==> src/rtl/frm_irq_pkg.sv <==
package frm_irq_pkg;
  // command register bit positions
  localparam int CMD_IRQ_EN   = 7;
  localparam int CMD_TX_MASK  = 6;
  localparam int CMD_RX_MASK  = 5;
  localparam int CMD_LOOP     = 3;
  localparam int CMD_RUNT_OK  = 2;
  localparam logic [7:0] CMD_WR_MASK = 8'hEC;

  // interrupt register bit positions
  localparam int INT_SUMMARY  = 7;
  localparam int INT_TX_DONE  = 6;
  localparam int INT_RX_DONE  = 5;

  typedef struct packed {
    logic cmdWr;
    logic intRd;
    logic frmEval;
    logic rdInt;
  } ctrl_stb_t;
endpackage

==> src/rtl/frm_irq_ctrl.sv <==
module frm_irq_ctrl
  import frm_irq_pkg::*;
(
  input  logic      regSel,
  input  logic      regWr,
  input  logic      regRd,
  input  logic      frameEnd,
  output ctrl_stb_t stb
);
  always_comb begin
    stb.cmdWr   = regWr & ~regSel;
    stb.intRd   = regRd & regSel;
    stb.frmEval = frameEnd;
    stb.rdInt   = regSel;
  end
endmodule

==> src/rtl/frm_irq_dp.sv <==
module frm_irq_dp
  import frm_irq_pkg::*;
#(
  parameter int LEN_W    = 16,
  parameter int RUNT_MIN = 64
) (
  input  logic             clk,
  input  logic             rstN,
  input  ctrl_stb_t        stb,
  input  logic [7:0]       regWdata,
  output logic [7:0]       regRdata,
  input  logic             txDoneEv,
  input  logic             rxDoneEv,
  input  logic             fullDuplex,
  input  logic             txActive,
  input  logic [LEN_W-1:0] frameLen,
  input  logic             filterPass,
  output logic             frameAccept,
  output logic             frameDrop,
  output logic             irqPin
);
  localparam logic [LEN_W-1:0] RUNT_LIM = LEN_W'(RUNT_MIN);

  logic [7:0] cmdQ;
  logic       txDoneQ, rxDoneQ;
  logic       summary;
  logic [7:0] intVal;
  logic       isRunt, echoBlock, lenOk, acceptNow;

  always_ff @(posedge clk or negedge rstN) begin
    if (!rstN) cmdQ <= '0;
    else if (stb.cmdWr) cmdQ <= regWdata & CMD_WR_MASK;
  end

  // the event wins over the clear in the same cycle
  always_ff @(posedge clk or negedge rstN) begin
    if (!rstN) begin
      txDoneQ <= 1'b0;
      rxDoneQ <= 1'b0;
    end else begin
      txDoneQ <= txDoneEv | (txDoneQ & ~stb.intRd);
      rxDoneQ <= rxDoneEv | (rxDoneQ & ~stb.intRd);
    end
  end

  always_comb begin
    summary = (txDoneQ & ~cmdQ[CMD_TX_MASK]) | (rxDoneQ & ~cmdQ[CMD_RX_MASK]);
    intVal  = '0;
    intVal[INT_SUMMARY] = summary;
    intVal[INT_TX_DONE] = txDoneQ;
    intVal[INT_RX_DONE] = rxDoneQ;
    regRdata = stb.rdInt ? intVal : cmdQ;
  end

  always_ff @(posedge clk or negedge rstN) begin
    if (!rstN) irqPin <= 1'b0;
    else       irqPin <= summary & cmdQ[CMD_IRQ_EN];
  end

  always_comb begin
    isRunt    = frameLen < RUNT_LIM;
    lenOk     = ~isRunt | cmdQ[CMD_RUNT_OK];
    echoBlock = ~fullDuplex & txActive & ~cmdQ[CMD_LOOP];
    acceptNow = filterPass & lenOk & ~echoBlock;
  end

  always_ff @(posedge clk or negedge rstN) begin
    if (!rstN) begin
      frameAccept <= 1'b0;
      frameDrop   <= 1'b0;
    end else begin
      frameAccept <= stb.frmEval & acceptNow;
      frameDrop   <= stb.frmEval & ~acceptNow;
    end
  end
endmodule

==> src/rtl/frm_irq_gate.sv <==
module frm_irq_gate
  import frm_irq_pkg::*;
#(
  parameter int LEN_W    = 16,
  parameter int RUNT_MIN = 64
) (
  input  logic             clk,
  input  logic             rstN,
  input  logic             regSel,
  input  logic             regWr,
  input  logic             regRd,
  input  logic [7:0]       regWdata,
  output logic [7:0]       regRdata,
  input  logic             txDoneEv,
  input  logic             rxDoneEv,
  input  logic             fullDuplex,
  input  logic             txActive,
  input  logic             frameEnd,
  input  logic [LEN_W-1:0] frameLen,
  input  logic             filterPass,
  output logic             frameAccept,
  output logic             frameDrop,
  output logic             irqPin
);
  ctrl_stb_t stb;

  frm_irq_ctrl uCtrl (
    .regSel(regSel), .regWr(regWr), .regRd(regRd),
    .frameEnd(frameEnd), .stb(stb)
  );

  frm_irq_dp #(.LEN_W(LEN_W), .RUNT_MIN(RUNT_MIN)) uDp (
    .clk(clk), .rstN(rstN), .stb(stb), .regWdata(regWdata),
    .regRdata(regRdata), .txDoneEv(txDoneEv), .rxDoneEv(rxDoneEv),
    .fullDuplex(fullDuplex), .txActive(txActive), .frameLen(frameLen),
    .filterPass(filterPass), .frameAccept(frameAccept),
    .frameDrop(frameDrop), .irqPin(irqPin)
  );
endmodule

==> config.mk <==
export PLATFORM = sky130hd
export DESIGN_NAME = frm_irq_gate
export DESIGN_NICKNAME = d
export VERILOG_FILES = /design/src/rtl/frm_irq_pkg.sv /design/src/rtl/frm_irq_ctrl.sv /design/src/rtl/frm_irq_dp.sv /design/src/rtl/frm_irq_gate.sv
export SDC_FILE = /design/constraint.sdc
export NUM_CORES = 1
export LEC_CHECK = 0
export ABC_AREA = 1
export ABC_CLOCK_PERIOD_IN_PS = 1100
export BUFFER_PORTS_ARGS = -buffer_cell sky130_fd_sc_hd__clkbuf_2
export CELL_PAD_IN_SITES_DETAIL_PLACEMENT = 1
export CELL_PAD_IN_SITES_GLOBAL_PLACEMENT = 1
export CORE_ASPECT_RATIO = 0.75
export CORE_MARGIN = 2
export CORE_UTILIZATION = 23
export DETAILED_ROUTE_END_ITERATION = 16
export PLACE_DENSITY = 0.85
export SYNTH_ARGS = -nofsm -noshare
export SYNTH_HDL_FRONTEND = slang
export SYNTH_SLANG_ARGS = --single-unit
==> constraint.sdc <==
create_clock -name clk -period 1.1 [get_ports clk]
set_input_delay 0.165 -clock clk [delete_from_list [all_inputs] [get_ports clk]]
set_output_delay 0.165 -clock clk [all_outputs]
set_load 0.03 [all_outputs]
==> results of run 1 <==
## routing by layer
metal,wire length (um),part of all wire (%),GRT usage (%),vias up
met3,59,4.0,3.438,4
met1,607,41,13.14,232
met4,40,2.7,6.818,0
met5,0,0,0,-
met2,760,52,22.00,19
li1,-,-,-,269
## what timing repair did
action,in CTS,in global routing
resized for setup,13,4
pin swaps,2,0
setup endpoints to repair,5,5
hold endpoints to repair,10,0
setup buffers,2,1
hold buffers,1,0
## synth_stat cells (all sizes together)
master / number / area, um2
o22ai: 1 / 6.260
o21bai: 2 / 15.01
inv: 10 / 42.54
nand2: 10 / 45.04
mux2: 1 / 15.01
conb: 1 / 3.750
a21oi: 5 / 25.02
clkinv: 1 / 3.750
dfrtp: 10 / 250.2
nand3b: 1 / 7.510
nor2: 13 / 48.80
o21ai: 3 / 15.01
buf: 4 / 33.78
nor3: 1 / 5.000
## through the flow
stage | setup slack [ns] | util, % | instances
floorplan | 0.01304 | - | 65
global placement | -0.05121 | 34.26 | 121
detailed placement | -0.08033 | 34.26 | 121
CTS | -0.2477 | 38.86 | 127
global route | -0.3395 | 39.41 | 128
finish | -0.2525 | 39.41 | 128
## power by group
part           total, mW  internal [mW]  switching [mW]
clock network      0.234          0.125           0.108
logic              0.350          0.156           0.193
registers          0.429          0.408          0.0209
total               1.01          0.690           0.322
## worst max-delay path, delay by kind of cell (launching register included)
kind            cells  cell delay (ns)
simple gates        1             0.09
compound gates      2             0.26
buf+inv             2             0.24
flops               1             0.34
## state kept, by name, summed over array words and instances (netlist names)
signal,cells
uDp.cmdQ,5
uDp.frameAccept,1
uDp.frameDrop,1
uDp.irqPin,1
uDp.rxDoneQ,1
uDp.txDoneQ,1
## logic make-up after synthesis
| family | after synthesis | share of synthesized area (%) |
|---|---|---|
| simple gates | 25 | 20.58 |
| buf+inv | 15 | 15.50 |
| compound gates | 11 | 11.86 |
| flops | 10 | 48.43 |
| mux | 1 | 2.905 |
| other cells | 1 | 0.7257 |
## worst max path at each step
stage	end	slack, ns	depth (start not counted)
finish	regRdata[7]	-0.25	5
global route	regRdata[7]	-0.34	5
global placement	regRdata[7]	-0.05	4
CTS	regRdata[7]	-0.25	4
floorplan	regRdata[7]	0.01	3
detailed placement	regRdata[7]	-0.08	4
## final cells by class
| class | count | area share (%) |
|---|---|---|
| repair buffers | 40 | 31.34 |
| flip-flops and latches | 10 | 30.72 |
| multi-input cells | 40 | 25.81 |
| inverters | 11 | 5.684 |
| well taps | 24 | 3.687 |
| clock buffers | 3 | 2.765 |
==> metrics.log, run 1 <==
INFO  metric holdPathStages = 2
INFO  metric timing.final.max_slew_violations = 0
INFO  metric cp-end-kind = output port
INFO  metric gp_routability_congestion = about 0.77
INFO  metric placementRows = 14
INFO  metric number_of_antenna_violations_at_the_first_check_in_global_routing = 0
INFO  metric worstHoldPathType = input port to register
INFO  metric post-route-min-period = about 1.4 ns
INFO  metric hold_slack = about 0.10 ns
INFO  metric grt_use_total = approximately an eighth
INFO  metric firstDrtPassIters = 10
INFO  metric crit_path_max_fanout = 2
INFO  metric synth_cells = 63
INFO  metric detail_route.vias_per_cell = 4.094
INFO  metric global_route_wire_length_before_repair = approximately 2.3 mm
INFO  metric crit_slowest_cell = dfrtp_1
INFO  metric number_of_synthesized_register_bits = 10
INFO  metric power.leakage = between 0.4 and 0.5 nW
INFO  metric clockRootBuffer = clkbuf_4
INFO  metric setup.reg_to_reg.worst_slack = 0.09 ns
INFO  metric num_antenna_cells = 0
INFO  metric finalHoldViolations = 0
INFO  metric syn_area_per_cell = just over 8 um2
INFO  metric crit_arrival = approximately 1.2 ns
INFO  metric rsz0062_at_grt = true
INFO  metric hold_start = txDoneEv
INFO  metric dpl.hpwl = 1.188 mm
INFO  metric detailedRoute.firstIterationViolations = 5
INFO  metric grt_overflow = 0
INFO  metric run_status = finished, violations left
INFO  metric first_global_vias = ~570
INFO  metric slowest_delay = about 0.34 ns
INFO  metric die_h = 45.05 um
INFO  metric die_area = approximately 0.0026 mm2
INFO  metric peakVddDrop = 0.5180 mV
INFO  metric port_buffers = 33
INFO  metric setup_violations = 5
INFO  metric clock_slew_seen_by_the_registers_of_the_worst_setup_and_hold_paths = ~0.060 ns
INFO  metric detailed_place.area = 708.2 um2
INFO  metric setup.worst_path.start = uDp.txDoneQ
INFO  metric layout_commonest_cell = clkbuf_2
INFO  metric largest_net_degree_at_the_start_of_global_routing = 11
INFO  metric hold_path_end = uDp.txDoneQ
INFO  metric cp_cell_sequence = inv_1 -> o22ai_2 -> nand2_1 -> o21ai_2 -> clkbuf_8
INFO  metric drive_above_1_share = approximately 50%
INFO  metric core_area = a little over 0.002 mm2
INFO  metric failed_checks = design-rule violations, negative setup slack
INFO  metric power_per_cell_area = ~1200 mW/mm2
INFO  metric synth-warning-count = 0
INFO  metric initial_utilization = 25.00%
INFO  metric dieWidth = about 59 um
INFO  metric drt_wl_total = around 1.5 mm
INFO  metric seq_area = 250.2 um2
INFO  metric cts_made_buffers = 3
INFO  metric fillers = around 260
INFO  metric post-route-period-util = 123.0%
INFO  metric r2r_cells = 3
INFO  metric count_of_different_cell_masters_after_synthesis = 19
INFO  metric setup_total_negative_slack = -0.5876 ns
INFO  metric nets = ~140
INFO  metric timing.rr.end = uDp.cmdQ[6]
INFO  metric stdcell_area = between 800 and 900 um2
INFO  metric antenna_left = 0
INFO  metric max-clock-path-buffers = 2
INFO  metric sequential_cell_area_fraction_in_the_yosys_report = about half
INFO  metric cp_data_required_time = 0.94 ns
INFO  metric total_power = about 1.0 mW
INFO  metric finalWorstSetupSlack = -0.2525 ns
INFO  metric io_pins = 46
INFO  metric dr_total_vias = roughly 520
INFO  metric clock_latency = around 0.26 ns
INFO  metric number_of_design_rule_violations_left_after_detail_routing = 1
INFO  metric crit_path_start_kind = register
INFO  metric maxCapViolations = 0
INFO  metric setup.worst_path.class = register to output port
INFO  metric cts_sinks = 10
INFO  metric post_drt_wl_per_cell = ~11 um
INFO  metric max_freq = between 0.7 and 0.8 GHz
INFO  metric rr_startpoint = uDp.cmdQ[6]
INFO  metric skew = 0.005280 ns
INFO  metric layout.cells.most_common_list = clkbuf_2, nor2_1, dfrtp_1, nand2_1, buf_4
INFO  metric mappedNetlistArea = about 520 um2
INFO  metric multi_input_comb_area = about 210 um2
INFO  metric clock_tree.htree_level_count = 1
INFO  metric cts_tree = done
INFO  metric layout-area-overhead-vs-synth = 57.63%
No activity file was read; power rests on OpenSTA's default activity.
==> inputs of run 2 (changes only) <==
- REMOVE_ABC_BUFFERS: default -> 1
==> metrics.log, run 2 (synthesis gave the netlist of run 1 again) <==
INFO  metric setup_violations = 3
INFO  metric nets = 139
INFO  metric power_frac_comb = 31.5%
INFO  metric power.leakage = about 0.45 nW
INFO  metric max_freq = roughly 0.75 GHz
INFO  metric power_per_cell_area = about 1300 mW/mm2
INFO  metric crit_slowest_cell = dfrtp_1
INFO  metric detail_route.vias_per_cell = 4.222
INFO  metric placementRows = 14
INFO  metric global_route_wire_length_before_repair = 2.421 mm
INFO  metric peakVddDrop = ~0.34 mV
INFO  metric layout-area-overhead-vs-synth = 48.43%
INFO  metric clock_latency = approximately 0.26 ns
INFO  metric net-switching-power = ~0.32 mW
INFO  metric dr_total_vias = 532
INFO  metric final_core_utilization = between 30% and 40%
INFO  metric run_status = finished, violations left
INFO  metric clockRootBuffer = clkbuf_4
INFO  metric core_area = 0.002067 mm2
INFO  metric post_layout_nonfiller_instances = ~130
INFO  metric num_antenna_cells = 0
INFO  metric failed_checks = design-rule violations, negative setup slack
INFO  metric cts_tree = done
INFO  metric fillers = between 200 and 300
INFO  metric slowest_delay = just under 0.4 ns
INFO  metric first_global_vias = 580
INFO  metric layout.cells.most_common_list = clkbuf_2, nor2_1, dfrtp_1, nand2_1, buf_4
INFO  metric gp_routability_congestion = roughly 0.7
INFO  metric rsz0062_at_grt = true
INFO  metric clkPwrFrac = around 25%
INFO  metric finalHoldViolations = 0
INFO  metric crit_path_start_kind = register
INFO  metric swShare = around a third
INFO  metric timing.final.max_slew_violations = 0
INFO  metric number_of_antenna_violations_at_the_first_check_in_global_routing = 0
INFO  metric cts_made_buffers = 3
INFO  metric internal_power = about 0.66 mW
INFO  metric layout_commonest_cell = clkbuf_2
INFO  metric io_pins = 46
INFO  metric worstHoldPathType = input port to register
INFO  metric clock_tree.htree_level_count = 1
INFO  metric drt_wl_total = ~1.4 mm
INFO  metric grt_use_total = about an eighth
INFO  metric crit_arrival = 1.17 ns
INFO  metric setup.worst_path.class = register to output port
INFO  metric detailedRoute.firstIterationViolations = 7
INFO  metric largest_reg_flops = 5
INFO  metric top_register = uDp.cmdQ
INFO  metric cp_data_required_time = 0.94 ns
INFO  metric cp_cell_sequence = o22ai_2 -> nand2_1 -> o21ai_1 -> buf_4
INFO  metric antenna_left = 0
INFO  metric skew = around 0.0056 ns
INFO  metric firstDrtPassIters = 11
INFO  metric grt_overflow = 0
INFO  metric post-route-min-period = between 1 and 1.5 ns
INFO  metric clock_slew_seen_by_the_registers_of_the_worst_setup_and_hold_paths = ~0.06 ns
INFO  metric max-clock-path-buffers = 2
INFO  metric post_drt_wl_per_cell = approximately 11 um
INFO  metric largest_net_degree_at_the_start_of_global_routing = 11
INFO  metric die_h = 45.05 um
INFO  metric post-route-period-util = 121.2%
INFO  metric dpl.hpwl = ~1.1 mm
INFO  metric die_area = about 0.0026 mm2
INFO  metric cp-end-kind = output port
INFO  metric crit_path_max_fanout = 2
INFO  metric cts_sinks = 10
INFO  metric maxCapViolations = 0
INFO  metric number_of_design_rule_violations_left_after_detail_routing = 2
INFO  metric power.share.sequential = a little over two fifths
INFO  metric dieWidth = around 59 um
INFO  metric dp_worst_setup_slack = -0.07371 ns
INFO  metric initial_utilization = about 25%
INFO  metric port_buffers = 33
INFO  metric finalWorstSetupSlack = -0.2331 ns
INFO  metric placedCellCount = around 120
INFO  metric drive_above_1_share = between 40% and 50%
==> run 2: cell count changes in the layout (fill, tap and decap cells not counted) <==
cell      delta
inv_1        +1
o21ai_0      +1
nand2_2      -1
o21ai_2      -2
o21ai_1      +1
buf_4        +2
buf_6        -1
clkbuf_8     -3
nand2_1      +1
inv_2        -1
==> run 2: through the flow <==
stage,total power [mW],hold WS (ns),setup TNS [ns],area (um2)
global placement,0.7041,0.03868,-0.03379,708.2
CTS,0.9770,0.1012,-0.6438,759.5
detailed placement,0.7143,0.04162,-0.07371,708.2
global route,1.042,0.1048,-0.7608,767.0
floorplan,0.5923,-0.1306,-0.2095,490.5
finish,0.9783,0.1023,-0.5088,767.0
==> run 2: cell type report <==
class	instances	area (um2)	share of cell area (%)
inverters	11	46.29	6.036
clock buffers	3	22.52	2.936
well taps	24	30.03	3.915
repair buffers	38	217.7	28.39
flip-flops and latches	10	250.2	32.63
multi-input cells	40	200.2	26.10
==> run 2: final timing paths <==
| check | from | end | slack, ns | cells after the start |
|---|---|---|---|---|
| setup / recovery | uDp.cmdQ[6] | regRdata[7] | -0.23 | 4 |
| hold / removal | rxDoneEv | uDp.rxDoneQ | 0.10 | 2 |
| setup reg to reg | uDp.cmdQ[2] | uDp.frameAccept | 0.09 | 5 |
| hold reg to reg | uDp.cmdQ[7] | uDp.irqPin | 0.51 | 2 |
| max in group asynchronous | rstN | uDp.txDoneQ | 0.57 | 2 |
| min in group asynchronous | rstN | uDp.cmdQ[7] | 0.32 | 2 |
==> run 2: per-layer routing <==
metal | GRT usage [%] | vias up | wire length [um]
met3 | 4.585 | 5 | 80
met2 | 22.44 | 15 | 742
li1 | - | 263 | -
met1 | 13.60 | 249 | 596
met5 | 0 | - | 0
met4 | 5.455 | 0 | 28
==> run 2: repair_timing <==
action | in CTS | in global routing
hold buffers | 1 | 0
hold endpoints to repair | 10 | 0
gates resized for setup | 7 | 6
pin swaps | 1 | 0
setup buffers | 0 | 1
setup endpoints to repair | 5 | 5
gates cloned | 0 | 0
==> run 2: worst max-delay path, delay by kind of cell (launching register included) <==
kind / cells / cell delay (ns)
AOI/OAI and AO/OA: 2 / 0.25
DFF: 1 / 0.39
buffers and inverters: 1 / 0.18
and+or+nand+nor: 1 / 0.08
==> run 2: power by group through the flow <==
stage | clock network [mW] | logic [mW] | registers (mW)
after global placement | 0 | 0.275 | 0.429
after global routing | 0.273 | 0.339 | 0.429
after detailed placement | 0 | 0.283 | 0.431
final | 0.244 | 0.308 | 0.426
after CTS | 0.250 | 0.301 | 0.426
after floorplan | 0 | 0.141 | 0.452
==> inputs of run 3 (changes only) <==
- ABC_CLOCK_PERIOD_IN_PS: 1100 -> 1650
- CORE_UTILIZATION: 23 -> 25
- PLACE_DENSITY: 0.85 -> 0.9
- clock period: 1.1 -> 1.65 ns (I/O delays scaled with it)
==> metrics.log, run 3 (synthesis gave the netlist of run 1 again) <==
INFO  metric number_of_design_rule_violations_left_after_detail_routing = 0
INFO  metric post-route-min-period = ~1.6 ns
INFO  metric clock_latency = about 0.26 ns
INFO  metric global_route_wire_length_before_repair = between 2 and 2.5 mm
INFO  metric drt_wl_total = about 1.3 mm
INFO  metric seq_area = ~250 um2
INFO  metric finalHoldViolations = 0
INFO  metric clock_slew_seen_by_the_registers_of_the_worst_setup_and_hold_paths = 0.06 ns
INFO  metric die_h = 43.38 um
INFO  metric core_area = ~0.002 mm2
INFO  metric dp_worst_setup_slack = a little under 0.4 ns
INFO  metric dpl.hpwl = approximately 1.1 mm
INFO  metric cts_made_buffers = 3
INFO  metric stdcell_area = approximately 720 um2
INFO  metric total_power = between 0.6 and 0.7 mW
INFO  metric die_area = approximately 0.0025 mm2
INFO  metric max-clock-path-buffers = 2
INFO  metric setup_total_negative_slack = 0 ns
INFO  metric drive_above_1_share = 40.82%
INFO  metric power_frac_comb = between 20% and 30%
INFO  metric clock_tree.htree_level_count = 1
INFO  metric fillers = about 260
INFO  metric top_register = uDp.cmdQ
INFO  metric cts_tree = done
INFO  metric max_freq = about 0.64 GHz
INFO  metric power.leakage = between 0.4 and 0.5 nW
INFO  metric firstDrtPassIters = 3
INFO  metric num_antenna_cells = 0
INFO  metric skew = roughly 0.0053 ns
INFO  metric setup_violations = 0
INFO  metric power_per_cell_area = a little under 900 mW/mm2
INFO  metric power.share.sequential = about 46%
INFO  metric clkPwrFrac = about a quarter
INFO  metric antenna_left = 0
INFO  metric hold_start = txDoneEv
INFO  metric cp_data_required_time = between 1 and 1.5 ns
INFO  metric setup.worst_path.start = uDp.cmdQ[6]
INFO  metric multi_input_comb_area = approximately 190 um2
INFO  metric number_of_antenna_violations_at_the_first_check_in_global_routing = 0
INFO  metric final_core_utilization = ~36%
INFO  metric port_buffers = 33
INFO  metric dr_total_vias = between 500 and 600
INFO  metric cts_resized = 0
INFO  metric setup.worst_path.class = register to output port
INFO  metric grt_overflow = 0
INFO  metric placementRows = 14
INFO  metric net-switching-power = slightly above 0.2 mW
INFO  metric setup.reg_to_reg.worst_slack = about 0.78 ns
INFO  metric worstHoldPathType = input port to register
INFO  metric io_pins = 46
INFO  metric post_drt_wl_per_cell = 10.74 um
INFO  metric grt_use_total = between 10% and 20%
INFO  metric dieWidth = around 56 um
INFO  metric rr_startpoint = uDp.cmdQ[3]
INFO  metric crit_arrival = 1.31 ns
INFO  metric crit_path_start_kind = register
INFO  metric gp_routability_congestion = around 0.70
INFO  metric largest_net_degree_at_the_start_of_global_routing = 11
INFO  metric layout_commonest_cell = clkbuf_2
INFO  metric timing.final.max_slew_violations = 0
INFO  metric peakVddDrop = 0.3641 mV
INFO  metric nets = approximately 140
INFO  metric first_global_vias = ~540
INFO  metric cts_sinks = 10
INFO  metric groute.layer.met2.usage = 20.93%
INFO  metric layout-area-overhead-vs-synth = 38.98%
INFO  metric layout.cells.most_common_list = clkbuf_2, nor2_1, dfrtp_1, nand2_1, inv_1
INFO  metric use_met3 = around 6%
INFO  metric post-route-period-util = between 90 and 100%
INFO  metric global_route.peak_usage_layer = met2
INFO  metric cp-end-kind = output port
INFO  metric initial_utilization = a little over a quarter
INFO  metric maxCapViolations = 0
INFO  metric swShare = approximately 33%
INFO  metric finalWorstSetupSlack = 0.09079 ns
INFO  metric crit_path_max_fanout = 3
INFO  metric run_status = finished, final reports clean
INFO  metric internal_power = roughly 0.42 mW
INFO  metric detailedRoute.firstIterationViolations = 6
INFO  metric largest_reg_flops = 5
INFO  metric detail_route.vias_per_cell = roughly 4.2
INFO  metric rsz0062_at_grt = false
INFO  metric gr-usage-met1 = roughly an eighth
INFO  metric detailed_place.area = 685.7 um2
INFO  metric clockRootBuffer = clkbuf_4
==> run 3: path summary, 6_finish.rpt <==
check | endpoint | cells after the start
min in group asynchronous | uDp.cmdQ[7] | 2
worst max-delay path | regRdata[7] | 4
max in group asynchronous | uDp.cmdQ[2] | 2
worst min-delay path | uDp.txDoneQ | 2
worst max register to register | uDp.frameDrop | 5
worst min register to register | uDp.cmdQ[3] | 2
==> run 3: power groups by stage <==
stage          Sequential, mW  Combinational, mW  Clock [mW]
2_1_floorplan           0.301             0.0938           0
3_3_place_gp            0.287              0.173           0
3_5_place_dp            0.288              0.179           0
4_1_cts                 0.284              0.182       0.170
5_1_grt                 0.287              0.197       0.184
6_report                0.284              0.179       0.161
==> run 3: what timing repair did <==
item,4_1_cts,5_1_grt
setup buffers,0,0
hold buffers,1,0
hold endpoints to repair,10,0
==> run 3: metal layers <==
layer	up-vias	share of wire [%]	wire, um
met3	5	7.9	104
met1	235	37	486
met2	17	53	695
met4	0	1.8	23
met5	-	0	0
li1	256	-	-
==> run 3: per-stage QoR <==
stage / hold slack, ns / std cells
floorplan: -0.04809 / 61
global placement: 0.1241 / 118
detailed placement: 0.1272 / 118
CTS: 0.1726 / 122
global route: 0.1606 / 122
finish: 0.1809 / 122
==> run 3: cell type report <==
cell class                      instances  share of cell area (%)
Clock buffer                            3                   3.136
Inverter                               11                   6.446
Tap cell                               24                   4.181
Sequential cell                        10                   34.84
Timing Repair Buffer                   34                   24.39
Multi-Input combinational cell         40                   27.00
==> run 3: worst max-delay path, stage by stage, from the launching register on <==
cell	delay, ns
dfrtp_1	0.40
o22ai_1	0.24
nand2_1	0.07
o21ai_0	0.10
clkbuf_2	0.24
